==> src/rtl/cfr_pkg.sv <==
package cfr_pkg;
  localparam int INSN_W = 32;
  localparam logic [INSN_W-1:0] NOP_WORD = 32'h0000_0033;

  typedef enum logic [2:0] {
    K_NONE = 3'd0,
    K_EQ   = 3'd1,
    K_NE   = 3'd2,
    K_LT   = 3'd3,
    K_GE   = 3'd4,
    K_JD   = 3'd5,
    K_JR   = 3'd6,
    K_RSV  = 3'd7
  } xfer_kind_t;
endpackage

==> src/rtl/cfr_compare.sv <==
module cfr_compare #(
  parameter int XLEN = 32
) (
  input  logic [XLEN-1:0] lhs,
  input  logic [XLEN-1:0] rhs,
  output logic            is_zero,
  output logic            is_neg
);
  logic [XLEN-1:0] diff;

  always_comb begin
    diff    = lhs - rhs;
    is_zero = (diff == '0);
    is_neg  = diff[XLEN-1];
  end
endmodule

==> src/rtl/cfr_target.sv <==
module cfr_target #(
  parameter int XLEN      = 32,
  parameter bit CLEAR_LSB = 1'b1
) (
  input  logic [XLEN-1:0] pc,
  input  logic [XLEN-1:0] imm,
  input  logic [XLEN-1:0] base_reg,
  input  logic            use_reg,
  output logic [XLEN-1:0] tgt,
  output logic [XLEN-1:0] ret_addr
);
  localparam logic [XLEN-1:0] STEP = XLEN'(4);

  logic [XLEN-1:0] pc_rel;
  logic [XLEN-1:0] reg_sum;
  logic [XLEN-1:0] reg_rel;

  always_comb begin
    pc_rel   = pc + imm;
    reg_sum  = base_reg + imm;
    ret_addr = pc + STEP;
  end

  generate
    if (CLEAR_LSB) begin : g_clr
      assign reg_rel = {reg_sum[XLEN-1:1], 1'b0};
    end else begin : g_raw
      assign reg_rel = reg_sum;
    end
  endgenerate

  assign tgt = use_reg ? reg_rel : pc_rel;
endmodule

==> src/rtl/cfr_ifid.sv <==
module cfr_ifid
  import cfr_pkg::*;
(
  input  logic              clk,
  input  logic              rst_n,
  input  logic              squash,
  input  logic              load_en,
  input  logic [INSN_W-1:0] din,
  output logic [INSN_W-1:0] q
);
  logic [INSN_W-1:0] q_nxt;

  always_comb begin
    q_nxt = q;
    if (squash)       q_nxt = NOP_WORD;
    else if (load_en) q_nxt = din;
  end

  always_ff @(posedge clk or negedge rst_n) begin
    if (!rst_n) q <= NOP_WORD;
    else        q <= q_nxt;
  end
endmodule

==> src/rtl/cf_resolver.sv <==
module cf_resolver
  import cfr_pkg::*;
#(
  parameter int XLEN = 32,
  parameter int RW   = 5
) (
  input  logic              clk,
  input  logic              rst_n,
  input  logic [2:0]        dec_op,
  input  logic [XLEN-1:0]   dec_pc,
  input  logic [XLEN-1:0]   dec_imm,
  input  logic [XLEN-1:0]   rs1_val,
  input  logic [XLEN-1:0]   rs2_val,
  input  logic [RW-1:0]     dec_rd,
  input  logic [INSN_W-1:0] fetch_instr,
  input  logic              fetch_adv,
  output logic              pc_sel,
  output logic [XLEN-1:0]   target,
  output logic              flush,
  output logic [INSN_W-1:0] ifid_instr,
  output logic [XLEN-1:0]   link_addr,
  output logic              link_wen
);
  xfer_kind_t kind;
  logic       cmp_zero;
  logic       cmp_neg;
  logic       taken;
  logic       is_jump;

  assign kind = xfer_kind_t'(dec_op);

  cfr_compare #(.XLEN(XLEN)) u_cmp (
    .lhs     (rs1_val),
    .rhs     (rs2_val),
    .is_zero (cmp_zero),
    .is_neg  (cmp_neg)
  );

  cfr_target #(.XLEN(XLEN), .CLEAR_LSB(1'b1)) u_tgt (
    .pc       (dec_pc),
    .imm      (dec_imm),
    .base_reg (rs1_val),
    .use_reg  (kind == K_JR),
    .tgt      (target),
    .ret_addr (link_addr)
  );

  always_comb begin
    is_jump = 1'b0;
    taken   = 1'b0;
    case (kind)
      K_EQ: taken = cmp_zero;
      K_NE: taken = !cmp_zero;
      K_LT: taken = cmp_neg;
      K_GE: taken = !cmp_neg;
      K_JD, K_JR: begin
        is_jump = 1'b1;
        taken   = 1'b1;
      end
      default: taken = 1'b0;
    endcase
  end

  assign pc_sel   = taken;
  assign flush    = taken;
  assign link_wen = is_jump && (dec_rd != '0);

  cfr_ifid u_ifid (
    .clk     (clk),
    .rst_n   (rst_n),
    .squash  (flush),
    .load_en (fetch_adv),
    .din     (fetch_instr),
    .q       (ifid_instr)
  );
endmodule

==> config.mk <==
export PLATFORM = sky130hd
export DESIGN_NAME = cf_resolver
export DESIGN_NICKNAME = d
export VERILOG_FILES = /design/src/rtl/cfr_pkg.sv /design/src/rtl/cfr_compare.sv /design/src/rtl/cfr_target.sv /design/src/rtl/cfr_ifid.sv /design/src/rtl/cf_resolver.sv
export SDC_FILE = /design/constraint.sdc
export NUM_CORES = 1
export LEC_CHECK = 0
export ABC_AREA = 1
export BUFFER_PORTS_ARGS = -buffer_cell sky130_fd_sc_hd__buf_2
export CAP_MARGIN = 20
export CORE_AREA = 2 2 132 134
export DETAILED_ROUTE_END_ITERATION = 10
export DIE_AREA = 0 0 134 136
export GPL_ROUTABILITY_DRIVEN = 0
export PLACE_DENSITY = 0.89
export SYNTH_ARGS = -nofsm -noshare
export SYNTH_HDL_FRONTEND = slang
export SYNTH_HIERARCHICAL = 1
export SYNTH_SLANG_ARGS = --single-unit
==> constraint.sdc <==
create_clock -name clk -period 4.3 [get_ports clk]
set_input_delay 0.215 -clock clk [delete_from_list [all_inputs] [get_ports clk]]
set_output_delay 0.215 -clock clk [all_outputs]
set_load 0.01 [all_outputs]
==> summary.txt, run 1 <==
Yosys
  – Synth area leaders: nand2_1 (32%), inv_1 (16%), ha_1 (12%), nand3_1 (7.6%), dfrtp_1 (7.1%)
  – Yosys top cell area share: approximately a third
  – Cell count after synthesis: roughly 2.0k
  – Syn nets: between 2k and 2.5k
  – Yosys cell types: 36
  – Post-synth top area cell: nand2_1
  – Post-synthesis area per instance: around 5 um^2
  – Yosys warns: 6
  – Synthesized flop and latch total: 32
  – Mapped cell area: slightly below 10000 um^2
  – Seq/Total Area, Yosys: 8.18%

Timing
  – Worst slew pin tran: roughly 1 ns
  – Final Skew: 0 ns
  – Fin. max-slew vios: 0
  – Slew HR: between 30 and 40%
  – Unrepaired setup endpoints after global routing: false
  – Setup violators final: 0
  – Endpoints failing hold: 26
  – Sum Neg Setup Slack: 0 ns
  – Fin crit share: 78.7%
  – Crit path time final: 3.39 ns
  – Fmax: between 0.2 and 0.3 GHz
  – Worst hold margin: -0.0187 ns
  – Final worst slack: about 0.91 ns

Finish
  – Layout fillers: approximately 1.6k
  – Max reg flops: 32
  – Fin area: 11500 um^2
  – Nets: about 2.5k
  – Area growth from synthesis to layout: 16.7%
  – Top Registers: u_ifid/q: 32 flops
  – Leading cell types in the layout, fill and taps excluded: nand2_1 (835), inv_1 (418), buf_2 (269), nor2_1 (153), nand3_1 (149)
  – Most common cell after layout, fill and taps aside: nand2_1
  – Most flops, register: u_ifid/q
  – Layout cell share with drive strength beyond 1: 14.1%
  – # diodes: 0
  – Post-layout util: 68.1%
  – Post-route insts no fill: 2450

Global route
  – First-pass GRT wire length: roughly 53 mm
  – Largest net degree at the start of global routing: 40
  – GRT Total Usage: between 30% and 40%
  – Vias in the first global route: 11.6k
  – Gr ovfl total: 0
  – Initial antenna violation count: 0

Route
  – Final wirelength: 33.8 mm
  – Routed wire length per instance: 13.8 um
  – DRC viols: 0
  – Avg Vias per Cell: between 5 and 6
  – Via count: about 13k
  – DR iter-0 viols: about 1.2k
  – DRT antenna net count: 0
  – Drt pass-1 iters: 7

Run
  – Max Cap Viol: 0

Placement
  – Placed inst area: between 10000 and 15000 um^2
  – Pre-CTS WS: 0.714 ns
  – Port Buffer Count: ~270
  – Dpl hpwl: between 20 and 30 mm
  – Inst Count DP: ~2.4k

Clocking
  – Htree depth: 2
  – Post-CTS Setup Inserts: 0
  – Clk root buf: clkbuf_16
  – CTS Buf Count: 5
  – Hold buffers post-CTS: 0
  – Post_cts resized: 0
  – Clock buffer depth: 2
  – CTS Sinks: 32
  – Clk slew on worst S/H paths: 0.05 ns
  – CTS tree: built
  – Clock Latency Late Sink: approximately 0.27 ns

Floorplan
  – Die Footprint: about 18000 um^2
  – Initial Util: roughly 58%
  – Core footprint: ~17000 um^2
  – I/O pin total: between 200 and 300
  – Die height: ~140 um
  – # rows: 48
  – Die width: 134 um

Setup path
  – Worst R2R Setup Slack: ~3.6 ns
  – CP Max Fanout: 32
  – WS Path Type: input port to register
  – R2R Path Start: u_ifid/q[5]$_DFFE_PN1P_
  – Reg2Reg Depth: 2
  – Worst endpoint required time: roughly 4.5 ns
  – WP data arrival: 3.60 ns
  – Crit start category: input port
  – Worst R2R End: u_ifid/q[5]$_DFFE_PN1P_
  – Crit end category: register

Status
  – Violated checks: negative hold slack
  – Status: complete, but fails checks

Worst hold path
  – Min-Delay Path Class: input port to async pin

Power and ir drop
  – Leak: approximately 7.7 nW
  – Pwr Density: approximately 180 nW/um^2
  – Maximum vdd drop: 0.000273 V
  – Total power: ~2.1 mW
-- worst max-delay path, stage by stage --
cell     delay (ns)
buf_2          0.09
inv_1          0.04
ha_1           0.21
fa_1           0.39
inv_1          0.11
nand2_1        0.07
nand2_1        0.09
nand3_1        0.09
nand2_1        0.14
nand2_1        0.08
nand3_1        0.07
nand2_1        0.05
nor2_1         0.10
nand2_1        0.06
nor2_1         0.13
nand4_1        0.11
nor2_1         0.21
inv_1          0.06
nand2_1        0.06
nand2_1        0.05
nand3_1        0.06
nand2_1        0.21
nor2_4         0.62
nand2_1        0.15
nand2_1        0.09
-- power by group --
part	leakage [nW]	internal, mW	switching, mW
registers	0.413	0.331	0.0135
logic	7.22	0.498	0.940
clock network	0.0679	0.213	0.117
-- final cells by class --
| type | instances | area (um^2) | area share (%) |
|---|---|---|---|
| Timing Repair Buffer | 270 | 1350 | 11.8 |
| Inverter | 419 | 1580 | 13.7 |
| Multi-Input combinational cell | 1496 | 7340 | 63.9 |
| Clock inverter | 1 | 5.00 | 0.0435 |
| Clock buffer | 7 | 133 | 1.15 |
| Tap cell | 225 | 282 | 2.45 |
| Sequential cell | 32 | 806 | 7.01 |
-- synth_stat cells (all sizes together) --
| library cell | number |
|---|---|
| a21boi | 1 |
| a21o | 2 |
| a21oi | 84 |
| a31oi | 1 |
| and2 | 4 |
| and3 | 2 |
| buf | 12 |
| clkbuf | 6 |
| dfrtp | 28 |
| dfstp | 4 |
| fa | 3 |
| ha | 93 |
| inv | 419 |
| nand2 | 847 |
| nand3 | 155 |
| nand3b | 8 |
| nand4 | 27 |
| nor2 | 166 |
| nor3 | 19 |
| nor4 | 3 |
| o21a | 1 |
| o21ai | 33 |
| o21bai | 7 |
| xnor2 | 13 |
| xor2 | 27 |
-- routing by layer --
metal	wire, um	share of wire, %	up-vias	global-route usage [%]
met5	0	0	-	0
met4	1870	5.5	0	18.6
met3	3370	10	133	5.18
met2	15500	46	720	61.7
met1	13100	39	5705	42.7
li1	-	-	6514	-
-- worst max-delay path by stage --
stage | cells past startpoint | startpoint | slack (ns) | to
finish | 25 | rs1_val[0] | 0.91 | u_ifid/q[24]$_DFFE_PN0P_
CTS | 24 | rs1_val[0] | 0.97 | u_ifid/q[24]$_DFFE_PN0P_
global route | 24 | rs1_val[0] | 0.51 | u_ifid/q[5]$_DFFE_PN1P_
global placement | 24 | rs1_val[0] | 0.87 | u_ifid/q[5]$_DFFE_PN1P_
floorplan | 24 | rs1_val[0] | 1.53 | u_ifid/q[4]$_DFFE_PN1P_
detailed placement | 24 | rs1_val[0] | 0.71 | u_ifid/q[1]$_DFFE_PN1P_
-- cells by family (layout without fill, tap and decap cells) --
logic type	Yosys count	in the layout	share of synthesized area, %
flip-flops	32	32	8.18
adder cells (fa/ha/maj)	96	96	12.4
AND/OR/NAND/NOR	1231	1231	51.7
XOR/XNOR	40	40	3.56
buffers and inverters	437	697	17.3
AO/OA/AOI/OAI	129	129	6.85
Power figures use the tool's default switching activity.
==> run 2, diff against run 1 <==
--- a/config.mk
+++ b/config.mk
@@ -8,11 +8,11 @@
 export ABC_AREA = 1
 export BUFFER_PORTS_ARGS = -buffer_cell sky130_fd_sc_hd__buf_2
 export CAP_MARGIN = 20
-export CORE_AREA = 2 2 132 134
+export CORE_AREA = 2 2 136 138
 export DETAILED_ROUTE_END_ITERATION = 10
-export DIE_AREA = 0 0 134 136
+export DIE_AREA = 0 0 138 140
 export GPL_ROUTABILITY_DRIVEN = 0
-export PLACE_DENSITY = 0.89
+export PLACE_DENSITY = 0.85
 export SYNTH_ARGS = -nofsm -noshare
 export SYNTH_HDL_FRONTEND = slang
 export SYNTH_HIERARCHICAL = 1
==> constraint.sdc (replaced) <==
create_clock -name clk -period 3.3 [get_ports clk]
set_input_delay 0.165 -clock clk [delete_from_list [all_inputs] [get_ports clk]]
set_output_delay 0.165 -clock clk [all_outputs]
set_load 0.01 [all_outputs]
==> run 2 against run 1 <==
  * Register-to-register slack got worse by 0.99 ns
  * Global-route usage decreased by 2.4 points
  * The run now ends clean
  * Combinational power increased by 31%
  * Clock power increased by 36%
==> summary.txt, run 2 (synthesized netlist as in run 1, its figures left out) <==
Setup path
  – CP Max Fanout: 6 (was 32)
  – Delay-heaviest family, CP: simple AND/OR/NAND/NOR gates (unchanged)
  – Crit-path cells: buf_2 > inv_1 > ha_1 > fa_1 > inv_1 > nand2_1 > nand2_1 > and2_1 > nand2_1 > nand3_1 > nand2_1 > nand3_1 > nand4_1 > nor2_1 > nand3_1 > nor2_1 > inv_1 > nand2_1 > nand2_1 > nand3_1 > nand2_1 > buf_4 > buf_2
  – Crit-path most repeated cell: nand2_1 (unchanged)
  – Crit end category: primary output (was register)
  – Worst endpoint required time: 3.13 ns (was 4.51 ns)
  – WP data arrival: 2.98 ns (was 3.60 ns)
  – Worst Setup SP: rs1_val[0] (unchanged)
  – R2R Path Start: u_ifid/q[0]$_DFFE_PN1P_ (was u_ifid/q[5]$_DFFE_PN1P_)
  – Slowest library cell on the worst path: fa_1 (was nor2_4)
  – WS Path Type: input port to primary output (was input port to register)
  – Crit path buf inv count: 6 (was 4)
  – Worst R2R Setup Slack: 2.57 ns (was 3.56 ns)
  – Worst path max stage delay: 0.40 ns (was 0.62 ns)
  – Worst Setup EP: flush (was u_ifid/q[24]$_DFFE_PN0P_)
  – Reg2Reg Depth: 2 (unchanged)
  – Critical Path Stages: 23 (was 25)
  – Worst R2R End: u_ifid/q[0]$_DFFE_PN1P_ (was u_ifid/q[5]$_DFFE_PN1P_)
  – Crit start category: input port (unchanged)

Route
  – Routed wire length per instance: 13.9 um (was 13.8 um)
  – Final wirelength: 34.1 mm (was 33.8 mm)
  – DR iter-0 viols: 1406 (was 1248)
  – DRT antenna net count: 0 (unchanged)
  – Drt pass-1 iters: 6 (was 7)
  – Avg Vias per Cell: 5.30 (was 5.34)
  – DRC viols: 0 (unchanged)
  – Via count: 13.0k (was 13.1k)

Global route
  – GRT Total Usage: 33.2% (was 35.6%)
  – Vias in the first global route: 11.5k (was 11.6k)
  – First-pass GRT wire length: 53.8 mm (was 53.3 mm)
  – Gr ovfl total: 0 (unchanged)
  – Initial antenna violation count: 0 (unchanged)
  – Largest net degree at the start of global routing: 40 (unchanged)

Floorplan
  – Initial Util: 55.4% (was 58.4%)
  – I/O pin total: 270 (unchanged)
  – Die height: 140 um (was 136 um)
  – # rows: 49 (was 48)
  – Die Footprint: 19300 um^2 (was 18200 um^2)
  – Core footprint: 17800 um^2 (was 16900 um^2)
  – Die width: 138 um (was 134 um)

Placement
  – Dpl hpwl: 29.3 mm (was 29.2 mm)
  – Port Buffer Count: 269 (unchanged)

Clocking
  – Clk slew on worst S/H paths: 0.05 ns (about the same)
  – Clk root buf: clkbuf_16 (unchanged)
  – CTS Buf Count: 5 (unchanged)
  – CTS tree: built (unchanged)
  – Clock buffer depth: 2 (unchanged)
  – Htree depth: 2 (unchanged)
  – Clock Latency Late Sink: 0.27 ns (about the same)
  – CTS Sinks: 32 (unchanged)

Finish
  – Max reg flops: 32 (unchanged)
  – # diodes: 0 (unchanged)
  – Area growth from synthesis to layout: 17.3% (was 16.7%)
  – Leading cell types in the layout, fill and taps excluded: nand2_1 (835), inv_1 (418), buf_2 (269), nor2_1 (153), nand3_1 (149) (unchanged)
  – Nets: 2495 (was 2491)
  – Most common cell after layout, fill and taps aside: nand2_1 (unchanged)
  – Layout cell share with drive strength beyond 1: 14.2% (was 14.1%)
  – Top Registers: u_ifid/q: 32 flops (unchanged)
  – Most flops, register: u_ifid/q (unchanged)

Timing
  – Fmax: between 0.3 and 0.4 GHz
  – Sum Neg Setup Slack: 0 ns (unchanged)
  – Unrepaired setup endpoints after global routing: false (unchanged)
  – Setup violators final: 0 (unchanged)
  – Crit path time final: 3.14 ns
  – Fin crit share: 95.2%
  – Fin. max-slew vios: 0 (unchanged)
  – Endpoints failing hold: 0 (was 26)
  – Final Skew: 0 ns (unchanged)
  – Slew HR: 37.0% (was 33.0%)
  – Worst slew pin tran: 0.944 ns (was 1.00 ns)

Power and ir drop
  – Leak: 7.73 nW (was 7.70 nW)
  – Total power: 2.78 mW (was 2.11 mW)
  – Pwr Density: 241 nW/um^2 (was 184 nW/um^2)
  – Maximum vdd drop: 0.000416 V (was 0.000273 V)

Worst hold path
  – Hold depth: 3
  – Min-Delay Path Class: input port to register (was input port to async pin)

Run
  – Max Cap Viol: 0 (unchanged)

Status
  – Status: finished clean (was complete, but fails checks)
run 2: cell types whose count changed in the layout (fill, tap and decap cells not counted), sizes merged:
cell / delta
dlygate4sd3: +1
clkinv: -1
buf: +3
clkbuf: +1
run 2: area by class of cell:
type	instances	area (um^2)
Tap cell	229	287
Fill cell	1787	6230
Inverter	419	1580
Timing Repair Buffer	274	1400
Sequential cell	32	806
Multi-Input combinational cell	1496	7340
Clock buffer	8	146
run 2: worst min-delay path by stage:
stage | start | to | slack [ns]
2_1_floorplan | rst_n | u_ifid/q[10]$_DFFE_PN0P_ | -0.13
5_1_grt | fetch_instr[5] | u_ifid/q[5]$_DFFE_PN1P_ | 0.12
3_3_place_gp | rst_n | u_ifid/q[26]$_DFFE_PN0P_ | 0.24
6_report | fetch_instr[5] | u_ifid/q[5]$_DFFE_PN1P_ | 0.1
4_1_cts | fetch_instr[5] | u_ifid/q[5]$_DFFE_PN1P_ | 0.10
3_5_place_dp | rst_n | u_ifid/q[26]$_DFFE_PN0P_ | 0.25
run 2: report_power, final:
group | total (mW) | leakage, nW | internal (mW) | switching [mW]
combinational | 1.88 | 7.24 | 0.655 | 1.23
clock | 0.449 | 0.0712 | 0.300 | 0.149
sequential | 0.451 | 0.413 | 0.431 | 0.0197
run 2: timing repair:
action                    in CTS  in global routing
hold buffers                   1                  0
hold endpoints to repair      28                  0
buffers inserted               0                  0
gates resized for setup        0                  0
run 2: stage by stage:
step                      hold slack, ns  worst slack (ns)  area, um^2  std cells  utilization [%]
after floorplan                   -0.131             0.581        9850       1965                -
after global placement             0.237             0.216       11400       2449             64.1
after detailed placement           0.246             0.145       11400       2449             64.1
after CTS                          0.101             0.225       11600       2458             65.0
after global routing               0.116          0.000870       11600       2458             65.0
final                             0.0987             0.158       11600       2458             65.0
run 2: per-layer routing:
layer  track usage [%]  vias up  wire length, um  share of wire, %
met5                 0        -                0                 0
met4              15.2        0             1840               5.4
met3              3.62      134             3250               9.5
met2              57.5      708            15600                46
met1              41.6     5692            13400                39
li1                  -     6504                -                 -
run 2: worst register-to-register path, stage by stage (launching register included):
cell and delay, ns:
dfstp_2 0.53, nand2_1 0.06, nand2_1 0.08
